==> src/rtl/bser_pkg.sv <==
package bser_pkg;
  typedef enum logic [2:0] {
    OP_IDLE  = 3'd0,
    OP_SHIFT = 3'd1,
    OP_LOAD  = 3'd2,
    OP_CLR   = 3'd3,
    OP_ERR   = 3'd4
  } op_t;
endpackage

==> src/rtl/bser_hold.sv <==
module bser_hold #(
  parameter int WIDTH = 8
) (
  input  logic             clk,
  input  logic             rst,
  input  logic             cap_stb,
  input  logic [WIDTH-1:0] par_in,
  output logic [WIDTH-1:0] hold_q
);
  always_ff @(posedge clk) begin
    if (rst)          hold_q <= '0;
    else if (cap_stb) hold_q <= par_in;
  end

  // capture on strobe
  p_capture_r1: assert property (@(posedge clk) disable iff (rst)
    cap_stb |=> hold_q == $past(par_in));
  // no strobe keeps the held byte
  p_keep_r1: assert property (@(posedge clk) disable iff (rst)
    !cap_stb |=> $stable(hold_q));
  // reset clears the held byte
  p_reset_r8: assert property (@(posedge clk)
    rst |=> hold_q == '0);
endmodule

==> src/rtl/bser_ctl.sv <==
module bser_ctl
  import bser_pkg::*;
(
  input  logic clk,
  input  logic rst,
  input  logic load_n,
  input  logic clear_n,
  input  logic shf_stb,
  output op_t  op,
  output logic err_q
);
  always_comb begin
    if (!load_n && !clear_n) op = OP_ERR;
    else if (!clear_n)       op = OP_CLR;
    else if (!load_n)        op = OP_LOAD;
    else if (shf_stb)        op = OP_SHIFT;
    else                     op = OP_IDLE;
  end

  always_ff @(posedge clk) begin
    if (rst) err_q <= 1'b0;
    else     err_q <= (op == OP_ERR);
  end

  // illegal control pair flagged on the next cycle
  p_err_set_r5: assert property (@(posedge clk) disable iff (rst)
    (!load_n && !clear_n) |=> err_q);
  // flag drops once either control is released
  p_err_clr_r5: assert property (@(posedge clk) disable iff (rst)
    (load_n || clear_n) |=> !err_q);
endmodule

==> src/rtl/bser_shift.sv <==
module bser_shift
  import bser_pkg::*;
#(
  parameter int WIDTH = 8
) (
  input  logic             clk,
  input  logic             rst,
  input  op_t              op,
  input  logic             cap_stb,
  input  logic [WIDTH-1:0] par_in,
  input  logic [WIDTH-1:0] hold_q,
  input  logic             ser_in,
  output logic [WIDTH-1:0] sh_q
);
  localparam int MSB = WIDTH - 1;

  logic [WIDTH-1:0] load_src;
  assign load_src = cap_stb ? par_in : hold_q;

  always_ff @(posedge clk) begin
    if (rst) begin
      sh_q <= '0;
    end else begin
      unique case (op)
        OP_CLR:   sh_q <= '0;
        OP_LOAD:  sh_q <= load_src;
        OP_SHIFT: sh_q <= {sh_q[MSB-1:0], ser_in};
        default:  sh_q <= sh_q;
      endcase
    end
  end

  // level load from the holding register
  p_load_r2: assert property (@(posedge clk) disable iff (rst)
    (op == OP_LOAD && !cap_stb) |=> sh_q == $past(hold_q));
  // same-clock capture bypasses into the shift stage
  p_bypass_r3: assert property (@(posedge clk) disable iff (rst)
    (op == OP_LOAD && cap_stb) |=> sh_q == $past(par_in));
  // clear empties the shift stage
  p_clear_r4: assert property (@(posedge clk) disable iff (rst)
    (op == OP_CLR) |=> sh_q == '0);
  // shift moves up and takes the serial input
  p_shift_r6: assert property (@(posedge clk) disable iff (rst)
    (op == OP_SHIFT) |=> (sh_q[0] == $past(ser_in)) &&
                         (sh_q[MSB:1] == $past(sh_q[MSB-1:0])));
  // idle and error both hold
  p_hold_r7: assert property (@(posedge clk) disable iff (rst)
    (op == OP_IDLE || op == OP_ERR) |=> $stable(sh_q));
endmodule

==> src/rtl/buffered_serializer.sv <==
module buffered_serializer
  import bser_pkg::*;
#(
  parameter int WIDTH = 8
) (
  input  logic             clk,
  input  logic             rst,
  input  logic [WIDTH-1:0] par_in,
  input  logic             cap_stb,
  input  logic             load_n,
  input  logic             clear_n,
  input  logic             shf_stb,
  input  logic             ser_in,
  output logic             ser_out,
  output logic             ctl_err
);
  localparam int MSB = WIDTH - 1;

  logic [WIDTH-1:0] hold_q;
  logic [WIDTH-1:0] sh_q;
  op_t              op;

  bser_hold #(.WIDTH(WIDTH)) u_hold (
    .clk(clk), .rst(rst), .cap_stb(cap_stb), .par_in(par_in), .hold_q(hold_q)
  );

  bser_ctl u_ctl (
    .clk(clk), .rst(rst), .load_n(load_n), .clear_n(clear_n),
    .shf_stb(shf_stb), .op(op), .err_q(ctl_err)
  );

  bser_shift #(.WIDTH(WIDTH)) u_shift (
    .clk(clk), .rst(rst), .op(op), .cap_stb(cap_stb), .par_in(par_in),
    .hold_q(hold_q), .ser_in(ser_in), .sh_q(sh_q)
  );

  assign ser_out = sh_q[MSB];

  // clear seen at the serial output
  p_clear_out_r4: assert property (@(posedge clk) disable iff (rst)
    (!clear_n && load_n) |=> !ser_out);
  // reset seen at the outputs
  p_reset_out_r8: assert property (@(posedge clk)
    rst |=> (!ser_out && !ctl_err));
endmodule

==> config.mk <==
export PLATFORM = sky130hd
export DESIGN_NAME = buffered_serializer
export DESIGN_NICKNAME = d
export VERILOG_FILES = /design/src/rtl/bser_pkg.sv /design/src/rtl/bser_hold.sv /design/src/rtl/bser_ctl.sv /design/src/rtl/bser_shift.sv /design/src/rtl/buffered_serializer.sv
export SDC_FILE = /design/constraint.sdc
export NUM_CORES = 1
export LEC_CHECK = 0
export ABC_AREA = 1
export BUFFER_PORTS_ARGS = -buffer_cell sky130_fd_sc_hd__buf_4
export CORE_MARGIN = 5
export CORE_UTILIZATION = 50
export DETAILED_ROUTE_END_ITERATION = 10
export GPL_TIMING_DRIVEN = 0
export HOLD_SLACK_MARGIN = 0.1
export PLACE_DENSITY_LB_ADDON = 0.08
export SLEW_MARGIN = 10
export SYNTH_ARGS = -nofsm -noshare
export SYNTH_HDL_FRONTEND = slang
export SYNTH_SLANG_ARGS = --single-unit
==> constraint.sdc <==
create_clock -name clk -period 1.5 [get_ports clk]
set_input_delay 0.075 -clock clk [delete_from_list [all_inputs] [get_ports clk]]
set_output_delay 0.075 -clock clk [all_outputs]
set_load 0.05 [all_outputs]
==> metrics.log, run 1 <==
[metrics] Compound-Gate Fraction of Synth Area: 4.38%
[metrics] Post-Synth XOR/XNOR Area: 0%
[metrics] most used cells in the layout excluding fill and tap cells: 39 x sky130_fd_sc_hd__nand2_1, 19 x sky130_fd_sc_hd__nor2_1, 17 x sky130_fd_sc_hd__dfxtp_1
[metrics] startpoint kind of the worst setup timing path: input port
[metrics] average size of a mapped cell: 7.20 sq um
[metrics] Die W: 52.8 microns
[metrics] proportion of layout cells with a drive suffix above 1: 18.8%
[metrics] RSZ-0062 raised after global routing: false
[metrics] net count after synthesis: 144
[metrics] clock tree from TritonCTS: done
[metrics] post-synthesis to final-layout area growth: 34.2%
[metrics] share of the synthesized area in the top cell type: 37.2%
[metrics] maximum number of pins on one net before global-route repair: 11
[metrics] Min Clock Period, post-route: 1.34 ns
[metrics] floorplan die area: 0.00278 sq mm
[metrics] insertion delay to the later sink of the worst-skew pair: 0.29 ns
[metrics] cell area after synthesis: 915 sq um
[metrics] initial antenna violation count: 0
[metrics] weighted congestion reported at the end of routability-driven placement: 0.785
[metrics] number of warnings issued by yosys: 0
[metrics] most common cell after layout, fill and taps aside: sky130_fd_sc_hd__nand2_1
[metrics] CTS Buffer Depth: 2
[metrics] Via Count: 917
[metrics] final worst path period share: 89.5%
[metrics] largest family of logic cells by synthesized area: simple AND/OR/NAND/NOR gates
[metrics] Area contributors post-synth: sky130_fd_sc_hd__dfxtp_1 37%, sky130_fd_sc_hd__nand2_1 16%, sky130_fd_sc_hd__nor2_1 7.8%
[metrics] aggregate global-route resource usage: 16.5%
[metrics] final global-route overflow total: 0
[metrics] HPWL Detailed: 1.37 mm
[metrics] post-detailed-route via-to-cell ratio: 4.96
[metrics] count of standard-cell rows: 15
[metrics] final wirelength: 2.04 mm
[metrics] post-synth cell types: 18
[metrics] Total Nets Final: 178
[metrics] Port-buffer cells: 14
[metrics] most frequent cell on the critical path: sky130_fd_sc_hd__dlygate4sd3_1
[metrics] static leakage power: 0.601 nW
[metrics] total power divided by cell area: 832 mW/mm^2
[metrics] Die H: 52.8 microns
[metrics] number of placed I/O pins: 17
[metrics] count of endpoints failing setup in the final report: 0
[metrics] outcome: finished, final reports clean
[metrics] footprint of the multi-input gates: 497 sq um
[metrics] type of the worst setup path: in2reg
[metrics] endpoint required time on the critical path: 1.72 ns
[metrics] slowest stage cell on the critical path: sky130_fd_sc_hd__dlygate4sd3_1
[metrics] worst min-delay path class: in2reg
[metrics] first-pass GRT wire length: 3.39 mm
[metrics] number of antenna diodes: 0
[metrics] Core Region: 0.00173 sq mm
[metrics] Cell Chain, Critical Path: dlygate4sd3_1 -> buf_6 -> nand2_1 -> dlygate4sd3_1 -> a21oi_1
[metrics] Synth Area in Adders: 2.74%
[metrics] via count of the first global-routing pass: 840
[metrics] Setup crit end kind: flip-flop
[metrics] Maximum Capacitance Violations: 0
[metrics] max-slew violations: 0
[metrics] fraction of the yosys area taken by sequential cells: 37.2%
[metrics] number of gates given a new drive strength after cts: 0
[metrics] crit-path max FO: 10
[metrics] root cell of the clock tree: sky130_fd_sc_hd__clkbuf_4
[metrics] share of cell area taken by muxes after synthesis: 0%
[metrics] final total negative setup slack: 0 ns
[metrics] DRC errors left: 0
[metrics] post-CTS setup repair buffer count: 0
[metrics] simple logic cell fraction of the synthesized area: 47.2%
[metrics] TritonCTS Buffers: 3
[metrics] Post-Place Setup Slack: 0.0707 ns
[metrics] clock transition time at the flip-flop clock pins of the worst setup and hold paths: 0.09 ns
[metrics] Starting Density: 53.0%
[metrics] footprint of the flip-flops and latches: 340 sq um
[metrics] Mapped Cells: 127
[metrics] Critical Path Max Stage Delay: 0.56 ns
[metrics] detail-routed net length per standard cell: 11.0 microns
[metrics] DRT antenna net count: 0
[metrics] DRT iter0 DRCs: 25
[metrics] maximum ir drop on the vdd rail: 0.000565 V
[metrics] worst slew slack as a fraction of its limit: 77.6%
[metrics] peak clock frequency supported by timing: 745 MHz
[metrics] Clock Sinks: 17
[metrics] worst clock skew on the final layout: 0.00178 ns
[metrics] Worst Max-Slew Pin Slew: 0.336 ns
[metrics] number of H-tree levels: 1
[metrics] final hold violation count: 0
[metrics] cell type contributing the most total cell area after synthesis: sky130_fd_sc_hd__dfxtp_1
[metrics] setup slack of the critical path after layout: 0.157 ns
[metrics] Yosys reg bits: 17
[metrics] length of the first detailed-routing pass in iterations: 4
[metrics] signal arrival time at the worst endpoint: 1.56 ns
[metrics] Filler Cells Inserted: 168
==> layout make-up <==
class	count	share of cell area, %
Tap cell	25	2.55
Sequential cell	17	27.7
Inverter	10	4.08
Buffer	3	2.24
Multi-Input combinational cell	97	40.5
Timing Repair Buffer	29	20.8
Clock buffer	4	2.14
==> flip-flops by register name, summed over array words and instances, names as in the netlist <==
| register | flops |
|---|---|
| u_shift.sh_q | 8 |
| u_ctl.err_q | 1 |
| u_hold.hold_q | 8 |
==> layer usage <==
metal	track usage, %	share of wire [%]
met2	28.5	48
met4	7.66	1.8
met5	0	0
met3	2.85	4.1
met1	19.5	46
==> worst max-delay path: cells and delay by family <==
family / cells / cell delay (ns)
compound gates: 1 / 0.15
buf+inv: 3 / 1.26
simple gates: 1 / 0.07
==> per-stage QoR <==
stage,hold WS [ns],power [mW],area [sq um],std cells,utilization [%]
2_1_floorplan,0.238,0.688,915,127,-
3_3_place_gp,0.356,0.747,1050,166,60.9
3_5_place_dp,0.363,0.753,1050,166,60.9
4_1_cts,0.143,1.03,1230,185,71.1
5_1_grt,0.155,1.08,1230,185,71.1
6_report,0.143,1.02,1230,185,71.1
==> report_power, final <==
| group | total, mW | switching [mW] | leakage [nW] | internal, mW |
|---|---|---|---|---|
| logic | 0.277 | 0.153 | 0.446 | 0.124 |
| registers | 0.499 | 0.0135 | 0.140 | 0.486 |
| clock network | 0.245 | 0.141 | 0.0150 | 0.103 |
| total | 1.02 | 0.308 | 0.601 | 0.713 |
==> logic make-up after synthesis <==
kind of cell / after synthesis
and+or+nand+nor: 87
DFF: 17
buffers and inverters: 13
AOI/OAI and AO/OA: 8
adders and majority gates: 2
==> final timing paths <==
| kind | start | end | slack (ns) | cells after the start |
|---|---|---|---|---|
| setup / recovery | cap_stb | u_hold.hold_q[2] | 0.16 | 5 |
| hold / removal | par_in[6] | u_hold.hold_q[6] | 0.14 | 5 |
| setup reg to reg | u_hold.hold_q[6] | u_shift.sh_q[6] | 0.68 | 4 |
| hold reg to reg | u_hold.hold_q[0] | u_hold.hold_q[0] | 0.47 | 2 |
==> timing repair <==
action,CTS,global route
endpoints found under the setup margin,0,0
endpoints found under the hold margin,9,0
hold buffers,15,0
==> Yosys cell counts, drive strengths merged <==
cell type	count
a21oi	7
nor2	20
buf	3
nand3b	8
nand3	8
nand4	8
o21ai	1
dfxtp	17
nand2	43
inv	10
ha	2
Power figures use the tool's default switching activity.
==> run 2, diff against run 1 <==
--- a/config.mk
+++ b/config.mk
@@ -17,3 +17,4 @@
 export SYNTH_ARGS = -nofsm -noshare
 export SYNTH_HDL_FRONTEND = slang
 export SYNTH_SLANG_ARGS = --single-unit
+export TNS_END_PERCENT = 20
==> constraint.sdc (replaced) <==
create_clock -name clk -period 1.5 [get_ports clk]
set_input_delay 0.3 -clock clk [delete_from_list [all_inputs] [get_ports clk]]
set_output_delay 0.3 -clock clk [all_outputs]
set_load 0.05 [all_outputs]
==> metrics.log, run 2 (synthesized netlist as in run 1, its figures left out) <==
[metrics] outcome: finished, final reports clean
[metrics] detail-routed net length per standard cell: 10.9 microns
[metrics] register share of total power: 50.4%
[metrics] share of total power consumed by net switching: 30.6%
[metrics] Starting Density: 53.0%
[metrics] worst slew slack as a fraction of its limit: 77.2%
[metrics] count of endpoints failing setup in the final report: 0
[metrics] floorplan die area: 0.00278 sq mm
[metrics] maximum ir drop on the vdd rail: 0.000565 V
[metrics] Via Count: 858
[metrics] worst clock skew on the final layout: 0.00108 ns
[metrics] Cell Count Post-Placement: 166
[metrics] Total Nets Final: 163
[metrics] Min Clock Period, post-route: 1.38 ns
[metrics] Worst Max-Slew Pin Slew: 0.341 ns
[metrics] number of gates given a new drive strength after cts: 0
[metrics] number of placed I/O pins: 17
[metrics] TritonCTS Buffers: 3
[metrics] Clock Sinks: 17
[metrics] post-synthesis to final-layout area growth: 17.8%
[metrics] Core Region: 0.00173 sq mm
[metrics] worst min-delay path class: in2reg
[metrics] number of antenna diodes: 0
[metrics] static leakage power: 0.547 nW
[metrics] final wirelength: 1.85 mm
[metrics] final worst path period share: 91.9%
[metrics] peak clock frequency supported by timing: 726 MHz
[metrics] signal arrival time at the worst endpoint: 1.61 ns
[metrics] number of H-tree levels: 1
[metrics] Clock power frac: 25.0%
[metrics] Setup crit end kind: flip-flop
[metrics] post-CTS setup repair buffer count: 0
[metrics] final global-route overflow total: 0
[metrics] final hold slack: 0.278 ns
[metrics] insertion delay to the later sink of the worst-skew pair: 0.29 ns
[metrics] DRT iter0 DRCs: 21
[metrics] HPWL Detailed: 1.37 mm
[metrics] initial antenna violation count: 0
[metrics] crit-path max FO: 10
[metrics] proportion of layout cells with a drive suffix above 1: 20.7%
[metrics] DRT antenna net count: 0
[metrics] CTS Buffer Depth: 2
[metrics] post-detailed-route via-to-cell ratio: 5.05
[metrics] largest registers: u_hold.hold_q (8), u_shift.sh_q (8), u_ctl.err_q (1)
[metrics] most common cell after layout, fill and taps aside: sky130_fd_sc_hd__nand2_1
[metrics] length of the first detailed-routing pass in iterations: 4
[metrics] DRC errors left: 0
[metrics] clock transition time at the flip-flop clock pins of the worst setup and hold paths: 0.10 ns
[metrics] final hold violation count: 0
[metrics] most used cells in the layout excluding fill and tap cells: 39 x sky130_fd_sc_hd__nand2_1, 19 x sky130_fd_sc_hd__nor2_1, 17 x sky130_fd_sc_hd__dfxtp_1
[metrics] slowest stage cell on the critical path: sky130_fd_sc_hd__ha_1
[metrics] count of standard-cell rows: 15
[metrics] Total Power: 991 uW
[metrics] type of the worst setup path: in2reg
[metrics] Port-buffer cells: 14
[metrics] first-pass GRT wire length: 3.07 mm
[metrics] hold-fix buffer count after cts: 0
[metrics] final total negative setup slack: 0 ns
[metrics] most frequent cell on the critical path: sky130_fd_sc_hd__nor2_1
[metrics] post-layout instance count excluding filler cells: 170
[metrics] weighted congestion reported at the end of routability-driven placement: 0.785
[metrics] utilization after layout: 62.4%
[metrics] Die W: 52.8 microns
[metrics] clock tree from TritonCTS: done
[metrics] internal power: 688 uW
[metrics] Cell Chain, Critical Path: buf_4 -> buf_6 -> inv_1 -> ha_1 -> nor2_2 -> nand4_1 -> nand2_1 -> nor2_1 -> nor2_1
[metrics] startpoint kind of the worst setup timing path: input port
[metrics] switching power total: 303 uW
[metrics] root cell of the clock tree: sky130_fd_sc_hd__clkbuf_4
[metrics] Die H: 52.8 microns
[metrics] endpoint required time on the critical path: 1.73 ns
[metrics] aggregate global-route resource usage: 14.9%
[metrics] Comb power frac: 24.7%
[metrics] RSZ-0062 raised after global routing: false
[metrics] Critical Path Max Stage Delay: 0.35 ns
[metrics] via count of the first global-routing pass: 770
[metrics] Maximum Capacitance Violations: 0
[metrics] max-slew violations: 0
[metrics] maximum number of pins on one net before global-route repair: 11
[metrics] total power divided by cell area: 920 mW/mm^2
[run 2: changes by cell type in the layout (fill, tap and decap cells not counted)]
cell,delta
sky130_fd_sc_hd__dlygate4sd3_1,-15
[run 2: routing by layer]
metal	vias to the layer above	wire, microns	track usage, %
li1	448	-	-
met1	380	823	17.4
met2	25	891	25.6
met3	5	102	2.85
met4	0	36	7.66
met5	-	0	0
[run 2: final cells by class]
| class | count | area [sq um] |
|---|---|---|
| buffer | 3 | 27.5 |
| clock buffer | 4 | 26.3 |
| timing repair buffer | 14 | 105 |
| sequential | 17 | 340 |
| multi-input combinational | 97 | 497 |
| fill | 179 | 649 |
| tap | 25 | 31.3 |
| inverter | 10 | 50.0 |
[run 2: path summary, 6_finish.rpt]
check / startpoint / end / cells after the start / slack, ns
max reg2reg: u_hold.hold_q[6] / u_shift.sh_q[6] / 4 / 0.69
min: par_in[2] / u_hold.hold_q[2] / 3 / 0.28
min reg2reg: u_hold.hold_q[0] / u_hold.hold_q[0] / 2 / 0.47
max: load_n / u_shift.sh_q[2] / 9 / 0.12
[run 2: power groups by stage]
stage                     Clock, mW  Sequential (mW)  Combinational [mW]
after global placement            0            0.507               0.240
after CTS                     0.254            0.499               0.246
final                         0.247            0.499               0.245
after detailed placement          0            0.509               0.245
after floorplan                   0            0.518               0.170
after global routing          0.277            0.502               0.272
[run 2: per-stage QoR]
stage | instance area, sq um | worst slack, ns
after floorplan | 915 | 0.141
after global placement | 1050 | -0.134
after detailed placement | 1050 | -0.154
after CTS | 1080 | 0.146
after global routing | 1080 | 0.000656
final | 1080 | 0.122
[run 2: critical path, delay by kind of cell]
family	cells	cell delay, ns
simple gates	5	0.66
fa+ha+maj	1	0.35
buf+inv	3	0.31
